File: config.mk
export PLATFORM = sky130hd
export DESIGN_NAME = gated_shift_reg
export DESIGN_NICKNAME = d
export VERILOG_FILES = /design/src/rtl/gsr_pkg.sv /design/src/rtl/gsr_ctrl.sv /design/src/rtl/gsr_stage.sv /design/src/rtl/gated_shift_reg.sv
export SDC_FILE = /design/constraint.sdc
export NUM_CORES = 1
export LEC_CHECK = 0
export BUFFER_PORTS_ARGS = -buffer_cell sky130_fd_sc_hd__buf_2
export CORE_AREA = 2 2 39 41
export CTS_CLUSTER_DIAMETER = 120
export DETAILED_ROUTE_END_ITERATION = 8
export DIE_AREA = 0 0 41 43
export PLACE_DENSITY = 0.81
export SLEW_MARGIN = 10
export SYNTH_ARGS = -nofsm -noshare
export SYNTH_HDL_FRONTEND = slang
export SYNTH_HIERARCHICAL = 1
export SYNTH_SLANG_ARGS = --single-unit
File: constraint.sdc
create_clock -name clk_i -period 2.09 [get_ports clk_i]
set_clock_uncertainty 0.1 [all_clocks]
set_input_delay 0.1045 -clock clk_i [delete_from_list [all_inputs] [get_ports clk_i]]
set_output_delay 0.1045 -clock clk_i [all_outputs]
set_load 0.1 [all_outputs]
File: src/rtl/gsr_pkg.sv
package gsr_pkg;

    // Operation applied to every stage at the next active edge
    typedef enum logic [1:0] {
        GSR_OP_HOLD  = 2'd0,
        GSR_OP_LOAD  = 2'd1,
        GSR_OP_SHIFT = 2'd2
    } gsr_op_e;

endpackage

File: src/rtl/gsr_ctrl.sv
module gsr_ctrl
    import gsr_pkg::*;
(
    input  logic    shift_mode_i,
    input  logic    hold_i,
    output gsr_op_e op_o
);

    // Hold wins over mode: a frozen chain neither loads nor shifts
    always_comb begin
        if (hold_i) begin
            op_o = GSR_OP_HOLD;
        end else if (shift_mode_i) begin
            op_o = GSR_OP_SHIFT;
        end else begin
            op_o = GSR_OP_LOAD;
        end
    end

endmodule

File: src/rtl/gsr_stage.sv
module gsr_stage
    import gsr_pkg::*;
(
    input  gsr_op_e op_i,
    input  logic    cur_i,
    input  logic    prev_i,
    input  logic    par_i,
    output logic    nxt_o
);

    always_comb begin
        unique case (op_i)
            GSR_OP_LOAD:  nxt_o = par_i;
            GSR_OP_SHIFT: nxt_o = prev_i;
            default:      nxt_o = cur_i;
        endcase
    end

endmodule

File: src/rtl/gated_shift_reg.sv
module gated_shift_reg
    import gsr_pkg::*;
#(
    parameter int unsigned WIDTH = 8
) (
    input  logic             clk_i,
    input  logic             clr_n_i,
    input  logic             shift_mode_i,
    input  logic             hold_i,
    input  logic             ser_i,
    input  logic [WIDTH-1:0] par_i,
    output logic             ser_o,
    output logic [WIDTH-1:0] stages_o
);

    localparam int unsigned TAIL = WIDTH - 1;

    typedef struct packed {
        logic [WIDTH-1:0] bits;
    } chain_state_t;

    chain_state_t state_d;
    chain_state_t state_q;

    gsr_op_e          op;
    logic [WIDTH-1:0] pred_bits;
    logic [WIDTH-1:0] next_bits;

    gsr_ctrl u_ctrl (
        .shift_mode_i (shift_mode_i),
        .hold_i       (hold_i),
        .op_o         (op)
    );

    // Predecessor of stage i: serial input for the head, stage i-1 otherwise
    assign pred_bits = {state_q.bits[TAIL-1:0], ser_i};

    for (genvar i = 0; i < WIDTH; i++) begin : g_stage
        gsr_stage u_stage (
            .op_i   (op),
            .cur_i  (state_q.bits[i]),
            .prev_i (pred_bits[i]),
            .par_i  (par_i[i]),
            .nxt_o  (next_bits[i])
        );
    end

    always_comb begin
        state_d      = state_q;
        state_d.bits = next_bits;
    end

    always_ff @(posedge clk_i or negedge clr_n_i) begin
        if (!clr_n_i) begin
            state_q <= '0;
        end else begin
            state_q <= state_d;
        end
    end

    assign ser_o    = state_q.bits[TAIL];
    assign stages_o = state_q.bits;

endmodule

# Word-level counts from Yosys, hierarchy flattened
# Cells that the tools add are included.
# word_totals
reg_bits,8
inputBits,13
word_cells,14
# op_classes
eq_ne,2
muxes,10
reduce_logical,1
# op_table
op,count
$pmux 1 s2,8
$mux 2,2
$eq 2x1->1 const B,1
$eq 2x2->1 const B,1
$reduce_bool 2->1,1

# Longest topological paths before layout
# Gate-level depths: netlist of run 1.
# logic_depth
ltp_word,4
mapped_depth,5
depth_no_buf,5

# Hierarchy
# Netlist of run 1, hierarchy kept.
# by_module_without_submodules
module,instances,cells_each,area_per_inst_um2,seq_area_each_um2
gsr_stage,8,7,48.8,0.0
gated_shift_reg,1,9,207.7,200.2
gsr_ctrl,1,2,12.5,0.0

# Worst setup path after synthesis of run 1
# OpenSTA, ideal clock, no wires.
# synth_timing
path_kind,register to output
start,register state_q (netlist bit stages_o[7])
end,output port stages_o[7]
arrival_time_ps,1340
required_time_ps,1886
slack_ps,546
stages_incl_launch_ff,2
n_path_buf,1
cell_sequence,dfrtp_1 buf_4
# synth_lines
element,line,text
from (decl),gated_shift_reg.sv:23,chain_state_t state_q;
from (signal assigned),gated_shift_reg.sv:57,state_q <= state_d;
to (decl),gated_shift_reg.sv:13,output logic [WIDTH-1:0] stages_o
# No word-level cell between the ends.

# Final worst setup path of run 1
# layout_timing
start,register state_q (netlist bit stages_o[1])
end,output port stages_o[1]
# No word-level cell between the ends.

==> summary.md, run 1 <==
| Metric | Value |
|---|---|
| Status | completed |
| Cells on worst reg2reg path | 2 |
| Critical path endpoint category | output pin |
| Die Area | 1760 sq um |
| Clk sinks | 8 |
| Max FO, Critical Path | 3 |
| Gate Count Post-Synth | 67 |
| Crit-path cells | buf_2 |
| Global route hottest layer | met2 |
| Placeable Area | 1380 sq um |
| Met1 Resource Use GR | 16.8% |
| Die Wd | 41 microns |
| Mapped Area | 611 sq um |
| Pre-antenna DRT Iters | 6 |
| Iteration-0 DRC Markers | 7 |
| Total track usage | 15.3% |
| Antenna diodes | 0 |
| Minimum clock period | 1.28 ns |
| Req. time, crit path | 1.89 ns |
| Hpwl dp | 892 microns |
| RR Endpoint | stages_o[2]$_DFF_PN0_ |
| Fin nets | 123 |
| Slew Viols, Final | 0 |
| Post-route ant nets | 0 |
| Starting Density | 44.1% |
| Met3 Usage GRT | 5.76% |
| Num rows | 14 |
| Warnings from Yosys | 6 |
| Crit path kind | reg -> out |
| Final GP Congestion | 0.720 |
| Vias in the first global route | 450 |
| WL/cell | 10.3 microns |
| VDD IR max | 0.252 mV |
| Critical Path Source Type | flip-flop |
| Top delay family on crit path | buffers and inverters |
| Crit share post-route | 61.3% |
| Max Root-Sink Buffers | 2 |
| PwrDens | 686 nW/um^2 |
| Leak | 0.423 nW |
| Share of layout cells above drive strength 1 | 28.3% |
| Critical path launch point | stages_o[1]$_DFF_PN0_ |
| Grt ovf | 0 |
| Root Buffer | clkbuf_4 |
| CTS tree | done |
| Seq. cell area | 200 sq um |
| Worst-path clk slew | 0.05 ns |
| Largest net degree at the start of global routing | 17 |
| Mapped Nets | 96 |
| I/O Pins | 22 |
| Via Count | 531 |
| Max reg flops | 8 |
| Global-route wire length before repair | 1780 microns |
| Reg-to-reg slack, setup | 1.21 ns |
| Worst-margin pin slew | 0.602 ns |
| H-tree lvl count | 1 |
| Die Height | 43 microns |
| Seq/Total Area, Yosys | 32.8% |
| DR vias/cell | 4.92 |
| Fillers | 117 |
| # resized after CTS | 0 |
| GRT met2 Usage | 22.2% |
| Port bufs | 21 |
| Drt total wl | 1110 microns |
| FF+latch count, synth | 8 |
| Critical R2R Launch | stages_o[1]$_DFF_PN0_ |
| Clock Latency Late Sink | 0.25 ns |
| Initial antenna violation count | 0 |
| Area of the multi-input gates | 343 sq um |
| Slowest stage delay, CP | 0.44 ns |
| DRC viols | 0 |
| Fmax | 781 MHz |
| RSZ-0062 raised after global routing | no |
| WP buf/inv | 1 |
| Worst slew margin | 59.7% |
| Num CTS Buffers | 3 |
| Synth cell types | 9 |
| Max cap viols | 0 |
| Syn avg cell area | 9.11 sq um |
| CP Capture Point | stages_o[1] |
| Crit path DAT | 1.08 ns |
| Post-synthesis to final-layout area growth | 25.8% |
| Crit-path slowest cell | buf_2 |
| Levels on crit path | 1 |
| Power, Total | 527 uW |
| Final Hold Fails | 0 |
| Setup_tns | 0 ns |
| Worst hold path type | in -> reg |
| Final Setup Violations | 0 |
-- how the worst min path moves through the flow --
stage | start | endpoint | slack (ns) | cells after the start
2_1_floorplan | clr_n_i | stages_o[0]$_DFF_PN0_ | -0.29 | 0
3_3_place_gp | clr_n_i | stages_o[4]$_DFF_PN0_ | -0.14 | 1
3_5_place_dp | clr_n_i | stages_o[4]$_DFF_PN0_ | -0.14 | 1
4_1_cts | par_i[3] | stages_o[3]$_DFF_PN0_ | 0.02 | 3
5_1_grt | par_i[0] | stages_o[0]$_DFF_PN0_ | 0.03 | 3
6_report | par_i[3] | stages_o[3]$_DFF_PN0_ | 0.03 | 3
-- where the power goes --
| part | switching (mW) | leakage (nW) | internal (mW) |
|---|---|---|---|
| Clock | 0.0497 | 0.0138 | 0.0655 |
| Combinational | 0.182 | 0.301 | 0.0466 |
| Sequential | 0.0121 | 0.108 | 0.171 |
-- area by class of cell --
cell class,count,share of cell area (%)
clock buffers,3,2.93
repair buffers,23,16.0
well taps,16,2.61
multi-input cells,42,44.6
flip-flops and latches,8,26.1
inverters,16,7.82
-- kinds of logic after synthesis --
kind of cell             share of synthesized area, %
adder cells (fa/ha/maj)                          32.8
buffers and inverters                            11.1
AND/OR/NAND/NOR                                  6.97
AO/OA/AOI/OAI                                    16.4
flip-flops                                       32.8
-- cells in the mapped netlist (all sizes together) --
cell	count	area share [%]
a22oi	8	9.8
buf	1	1.2
dfrtp	8	33
ha	16	33
inv	16	9.8
nand2	8	4.9
nor2	1	0.61
nor2b	1	1.4
o21ai	8	6.6
-- what timing repair did --
item / 4_1_cts / 5_1_grt
endpoints found under the hold margin: 8 / 0
hold buffers: 1 / 0
buffers inserted: 0 / 0
-- cells in the final DEF, fill, tap and decap left out, drive strengths merged --
master	count
nor2	1
nand2	8
ha	16
nor2b	1
o21ai	8
a22oi	8
inv	16
dlygate4sd3	1
buf	22
clkbuf	3
dfrtp	8
-- metal layers --
metal  up-vias  wire [microns]
met2        15             543
met4         0              19
met1       246             477
met5         -               0
li1        268               -
met3         2              69
-- metrics by stage --
stage | setup WS, ns | utilization [%] | instances | hold slack [ns] | instance area [sq um]
3_3_place_gp | 0.678 | 53.2 | 104 | -0.144 | 736
4_1_cts | 0.802 | 55.5 | 108 | 0.0198 | 768
3_5_place_dp | 0.596 | 53.2 | 104 | -0.137 | 736
2_1_floorplan | 0.546 | - | 67 | -0.291 | 611
6_report | 0.809 | 55.5 | 108 | 0.0272 | 768
5_1_grt | 0.733 | 55.5 | 108 | 0.0280 | 768
Note: power is estimated with default switching activity, not from simulation.
==> inputs of run 2 (changes only) <==
Settings changed: CORE_AREA 2 2 39 41 to 2 2 40 42, DIE_AREA 0 0 41 43 to 0 0 42 44, PLACE_DENSITY 0.81 to 0.77.
Clock period 2.09 ns to 1.3 ns, I/O delays scaled along.
==> summary.md, run 2 (synthesis gave the netlist of run 1 again) <==
| Metric | Value |
|---|---|
| PwrDens | 1050 nW/um^2 (was 686 nW/um^2) |
| Die Wd | 42 microns (was 41 microns) |
| Grt ovf | 0 (unchanged) |
| Final Setup Violations | 0 (unchanged) |
| Worst-path clk slew | 0.06 ns (was 0.05 ns) |
| Drt total wl | 1280 microns (was 1110 microns) |
| Antenna diodes | 0 (unchanged) |
| H-tree lvl count | 1 (unchanged) |
| Placeable Area | 1420 sq um (was 1380 sq um) |
| Total setup buffers inserted after CTS | 0 (unchanged) |
| Vias in the first global route | 580 (was 450) |
| Slowest stage delay, CP | 0.43 ns (was 0.44 ns) |
| WP buf/inv | 1 (unchanged) |
| Slew Viols, Final | 0 (unchanged) |
| Max cap viols | 0 (unchanged) |
| Starting Density | 43.0% (was 44.1%) |
| Cells on worst reg2reg path | 2 (unchanged) |
| I/O Pins | 22 (unchanged) |
| Req. time, crit path | 1.13 ns (was 1.89 ns) |
| Max Root-Sink Buffers | 2 (unchanged) |
| Clock Latency Late Sink | 0.25 ns (about the same) |
| RSZ-0062 raised after global routing | no (unchanged) |
| Setup_tns | 0 ns (unchanged) |
| Initial antenna violation count | 0 (unchanged) |
| Minimum clock period | 1.22 ns |
| Critical R2R Launch | stages_o[1]$_DFF_PN0_ (unchanged) |
| Final Hold Fails | 0 (unchanged) |
| Pre-antenna DRT Iters | 4 (was 6) |
| Die Height | 44 microns (was 43 microns) |
| Max FO, Critical Path | 3 (unchanged) |
| Switching pwr | 402 uW (was 244 uW) |
| Fin nets | 128 (was 123) |
| Crit path DAT | 1.06 ns (was 1.08 ns) |
| Clock power share | 21.4% (was 21.9%) |
| Die Area | 1850 sq um (was 1760 sq um) |
| CTS tree | done (unchanged) |
| Clk sinks | 8 (unchanged) |
| DRC viols | 0 (unchanged) |
| Gate power share | 44.1% (was 43.4%) |
| Top delay family on crit path | buffers and inverters (unchanged) |
| DR vias/cell | 4.91 (was 4.92) |
| Share of layout cells above drive strength 1 | 38.1% (was 28.3%) |
| Leak | 0.437 nW (was 0.423 nW) |
| Leading cell types in the layout, fill and taps excluded | 21 x buf_2, 16 x inv_1, 16 x ha_1 (unchanged) |
| Post-synthesis to final-layout area growth | 37.3% (was 25.8%) |
| Crit-path slowest cell | buf_2 (unchanged) |
| Post-route ant nets | 0 (unchanged) |
| WL/cell | 11.3 microns (was 10.3 microns) |
| Most common cell after layout, fill and taps aside | buf_2 (unchanged) |
| Total track usage | 16.2% (was 15.3%) |
| Worst hold path type | in -> reg (unchanged) |
| Port bufs | 21 (unchanged) |
| RR Endpoint | stages_o[2]$_DFF_PN0_ (unchanged) |
| Flop pwr share | 34.4% (was 34.8%) |
| Core Util, Final | 59.1% (was 55.5%) |
| Hold path cells | 3 (unchanged) |
| Reg-to-reg slack, setup | 0.37 ns (was 1.21 ns) |
| Worst slew margin | 66.7% (was 59.7%) |
| Via Count | 555 (was 531) |
| Critical path endpoint category | output pin (unchanged) |
| Final GP Congestion | 0.690 (was 0.720) |
| Hpwl dp | 992 microns (was 892 microns) |
| Num CTS Buffers | 3 (unchanged) |
| Worst Hold End | stages_o[1]$_DFF_PN0_ (was stages_o[3]$_DFF_PN0_) |
| Status | completed (unchanged) |
| VDD IR max | 0.614 mV (was 0.252 mV) |
| Crit share post-route | 94.2% |
| Critical Path Source Type | flip-flop (unchanged) |
| Global-route wire length before repair | 2280 microns (was 1780 microns) |
| Fmax | 817 MHz |
| Switching Share | 45.9% (was 46.2%) |
| Worst Hold Launch | par_i[1] (was par_i[3]) |
| Largest net degree at the start of global routing | 17 (unchanged) |
| Max reg flops | 8 (unchanged) |
| Iteration-0 DRC Markers | 10 (was 7) |
| Crit-path cells | buf_2 (unchanged) |
| Crit path kind | reg -> out (unchanged) |
| Root Buffer | clkbuf_4 (unchanged) |
| Internal cell power | 474 uW (was 283 uW) |
| Num rows | 14 (unchanged) |
| Worst-margin pin slew | 0.502 ns (was 0.602 ns) |
| Fillers | 122 (was 117) |
run 2: layout make-up:
type | instances | area [sq um] | area share, %
repair buffers | 28 | 180 | 21.5
multi-input cells | 42 | 345 | 41.2
well taps | 16 | 20.0 | 2.39
flip-flops and latches | 8 | 210 | 25.1
inverters | 16 | 60.1 | 7.16
clock buffers | 3 | 22.5 | 2.69
run 2: worst max-delay path by stage:
stage | start | cells past startpoint | to | slack (ns)
global route | stages_o[0]$_DFF_PN0_ | 1 | stages_o[0] | 0.04
CTS | stages_o[2]$_DFF_PN0_ | 1 | stages_o[2] | 0.07
finish | stages_o[1]$_DFF_PN0_ | 1 | stages_o[1] | 0.08
detailed placement | hold_i | 7 | stages_o[0]$_DFF_PN0_ | 0.07
floorplan | stages_o[7]$_DFF_PN0_ | 1 | stages_o[7] | 0.09
global placement | hold_i | 7 | stages_o[0]$_DFF_PN0_ | 0.13
run 2: power groups by stage:
| stage | clock, mW | sequential, mW | combinational [mW] |
|---|---|---|---|
| 4_1_cts | 0.196 | 0.301 | 0.389 |
| 6_report | 0.188 | 0.302 | 0.387 |
| 5_1_grt | 0.208 | 0.305 | 0.413 |
| 3_3_place_gp | 0 | 0.303 | 0.368 |
| 2_1_floorplan | 0 | 0.491 | 0.105 |
| 3_5_place_dp | 0 | 0.305 | 0.379 |
run 2: worst register-to-register path, cell delays in order, from the launching register on:
cell and delay [ns]:
dfrtp_2 0.42, a22oi_1 0.20, o21ai_1 0.09
run 2: per-stage QoR:
stage	instances	power, mW	instance area, sq um	hold WS, ns	worst slack (ns)
final	113	0.876	838	0.00684	0.0757
after global routing	113	0.926	838	0.0118	0.0450
after CTS	113	0.886	838	0.00159	0.0685
after detailed placement	106	0.684	776	-0.180	0.0747
after global placement	106	0.671	776	-0.185	0.130
after floorplan	67	0.597	623	-0.331	0.0889
run 2: repair_timing:
| action | 4_1_cts | 5_1_grt |
|---|---|---|
| hold buffers | 4 | 0 |
| resized for setup | 0 | 0 |
| endpoints found under the hold margin | 11 | 0 |
run 2: metal layers:
layer  share of wire [%]  track usage, %  routed length, microns  vias up
li1                    -               -                       -      282
met3                 4.2            2.50                      53        0
met4                   0            8.39                       0        0
met1                  42            16.8                     531      257
met2                  54            31.3                     692       16
met5                   0               0                       0        -
==> inputs of run 3 (changes only) <==
Settings changed: CORE_AREA 2 2 40 42 to 2 2 42 44, DIE_AREA 0 0 42 44 to 0 0 44 46, PLACE_DENSITY 0.77 to 0.74.
Clock period 1.3 ns to 1.1 ns, I/O delays scaled along.
==> summary.md, run 3 (synthesis gave the netlist of run 1 again) <==
| Metric | Value |
|---|---|
| Status | completed (unchanged) |
| Post-synthesis to final-layout area growth | 88.7% (was 37.3%) |
| DRC viols | 0 (unchanged) |
| Fmax | 914 MHz |
| Seq. cell area | 230 sq um (was 210 sq um) |
| Max Root-Sink Buffers | 2 (unchanged) |
| Num CTS Buffers | 3 (unchanged) |
| Die Wd | 44 microns (was 42 microns) |
| DRT met1 WL | 613 microns (was 531 microns) |
| Leak | 0.532 nW (was 0.437 nW) |
| Clk sinks | 8 (unchanged) |
| Slew Viols, Final | 0 (unchanged) |
| Worst slew margin | 77.0% (was 66.7%) |
| Drt total wl | 1470 microns (was 1280 microns) |
| Post-route ant nets | 0 (unchanged) |
| PwrDens | 1090 nW/um^2 (was 1050 nW/um^2) |
| Final Hold Fails | 0 (unchanged) |
| Share of layout cells above drive strength 1 | 46.4% (was 38.1%) |
| WL/cell | 11.6 microns (was 11.3 microns) |
| Met2 WL | 752 microns (was 692 microns) |
| H-tree lvl count | 1 (unchanged) |
| RSZ-0062 raised after global routing | yes (was no) |
| Setup ws final | 0.00617 ns (was 0.0757 ns) |
| Req. time, crit path | 0.94 ns (was 1.13 ns) |
| Worst-margin pin slew | 0.345 ns (was 0.502 ns) |
| Die Area | 2020 sq um (was 1850 sq um) |
| WP buf/inv | 1 (unchanged) |
| DR vias/cell | 4.68 (was 4.91) |
| Met3 WL | 54 microns (was 53 microns) |
| Crit path kind | reg -> out (unchanged) |
| Final GP Congestion | 0.705 (was 0.690) |
| Max FO, Critical Path | 3 (unchanged) |
| Leading cell types in the layout, fill and taps excluded | 16 x inv_1, 16 x ha_1, 12 x buf_2, 10 x dlygate4sd3_1, 10 x buf_12 (was 21 x buf_2, 16 x inv_1, 16 x ha_1) |
| Post-place setup slack | -0.166 ns (was 0.0747 ns) |
| Largest net degree at the start of global routing | 17 (unchanged) |
| Final Setup Violations | 0 (unchanged) |
| Critical path endpoint category | output pin (unchanged) |
| Slowest stage delay, CP | 0.51 ns (was 0.43 ns) |
| Iteration-0 DRC Markers | 3 (was 10) |
| Critical Path Source Type | flip-flop (unchanged) |
| CTS tree | done (unchanged) |
| Area of the multi-input gates | 390 sq um (was 345 sq um) |
| VDD IR max | 0.616 mV (was 0.614 mV) |
| Fillers | 116 (was 122) |
| Worst hold path type | in -> async (was in -> reg) |
| Crit-path slowest cell | dfrtp_4 (was buf_2) |
| Total track usage | 14.6% (was 16.2%) |
| Placeable Area | 1610 sq um (was 1420 sq um) |
| Hpwl dp | 978 microns (was 992 microns) |
| Pre-antenna DRT Iters | 4 (unchanged) |
| Grt ovf | 0 (unchanged) |
| Crit-path cells | buf_12 (was buf_2) |
| Placed cells | 110 (was 106) |
| Num rows | 15 (was 14) |
| Crit path DAT | 0.94 ns (was 1.06 ns) |
| Antenna diodes | 0 (unchanged) |
| Starting Density | 37.8% (was 43.0%) |
| Top delay family on crit path | flip-flops (was buffers and inverters) |
| Max reg flops | 8 (unchanged) |
| Clock Latency Late Sink | 0.25 ns (about the same) |
| Root Buffer | clkbuf_4 (unchanged) |
| Highest Signal Layer | met4 (was met3) |
| Crit share post-route | 99.4% |
| Max cap viols | 0 (unchanged) |
| Fin cells | 127 (was 113) |
| Die Height | 46 microns (was 44 microns) |
| Reg-to-reg slack, setup | 0.03 ns (was 0.37 ns) |
| I/O Pins | 22 (unchanged) |
| Via Count | 594 (was 555) |
| Global-route wire length before repair | 2080 microns (was 2280 microns) |
| Fin nets | 141 (was 128) |
| Worst-path clk slew | 0.06 ns (about the same) |
| Minimum clock period | 1.09 ns |
| Port bufs | 21 (unchanged) |
| Vias in the first global route | 552 (was 580) |
| Initial antenna violation count | 0 (unchanged) |
## run 3: cell count changes in the layout (fill, tap and decap cells not counted), sizes merged
cell	change
dlygate4sd3	+6
buf	+7
## run 3: layer usage
metal / vias to the layer above / global-route usage, %
li1: 306 / -
met1: 266 / 15.4
met2: 18 / 25.0
met3: 4 / 2.38
met4: 0 / 12.7
met5: - / 0
## run 3: path summary, 6_finish.rpt
check	from	to	depth (start not counted)
max in group asynchronous	clr_n_i	stages_o[2]$_DFF_PN0_	2
worst max-delay path	stages_o[7]$_DFF_PN0_	stages_o[7]	1
worst min-delay path	clr_n_i	stages_o[1]$_DFF_PN0_	2
worst min register to register	stages_o[0]$_DFF_PN0_	stages_o[0]$_DFF_PN0_	2
min in group clk_i	shift_mode_i	stages_o[0]$_DFF_PN0_	5
worst max register to register	stages_o[1]$_DFF_PN0_	stages_o[2]$_DFF_PN0_	3
## run 3: final cells by class
type                       instances  area share, %
inverter                          16           5.21
multi-input combinational         42           33.9
tap                               17           1.85
sequential                         8           20.0
timing repair buffer              41           37.1
clock buffer                       3           1.95
## run 3: power by group
part / switching [mW] / total (mW) / internal (mW)
clock network: 0.102 / 0.227 / 0.125
registers: 0.0447 / 0.389 / 0.345
logic: 0.374 / 0.636 / 0.263
total: 0.521 / 1.25 / 0.732
## run 3: through the flow
step / hold WS, ns / util, % / total power, mW / cell area [sq um] / setup TNS [ns]
detailed placement: -0.188 / 61.9 / 0.982 / 1000 / -1.24
finish: 0.0968 / 71.4 / 1.25 / 1150 / 0
CTS: 0.0719 / 69.5 / 1.24 / 1120 / -0.00160
floorplan: -0.341 / - / 0.743 / 688 / -0.00262
global placement: -0.190 / 61.9 / 0.968 / 1000 / -0.884
global route: 0.108 / 71.4 / 1.31 / 1150 / -0.0510
## run 3: what timing repair did
action | in CTS | in global routing
gates cloned | 0 | 0
setup buffers | 0 | 4
pin swaps | 0 | 0
hold buffers | 10 | 0
hold endpoints to repair | 16 | 0
endpoints found under the setup margin | 2 | 9
gates resized for setup | 0 | 0
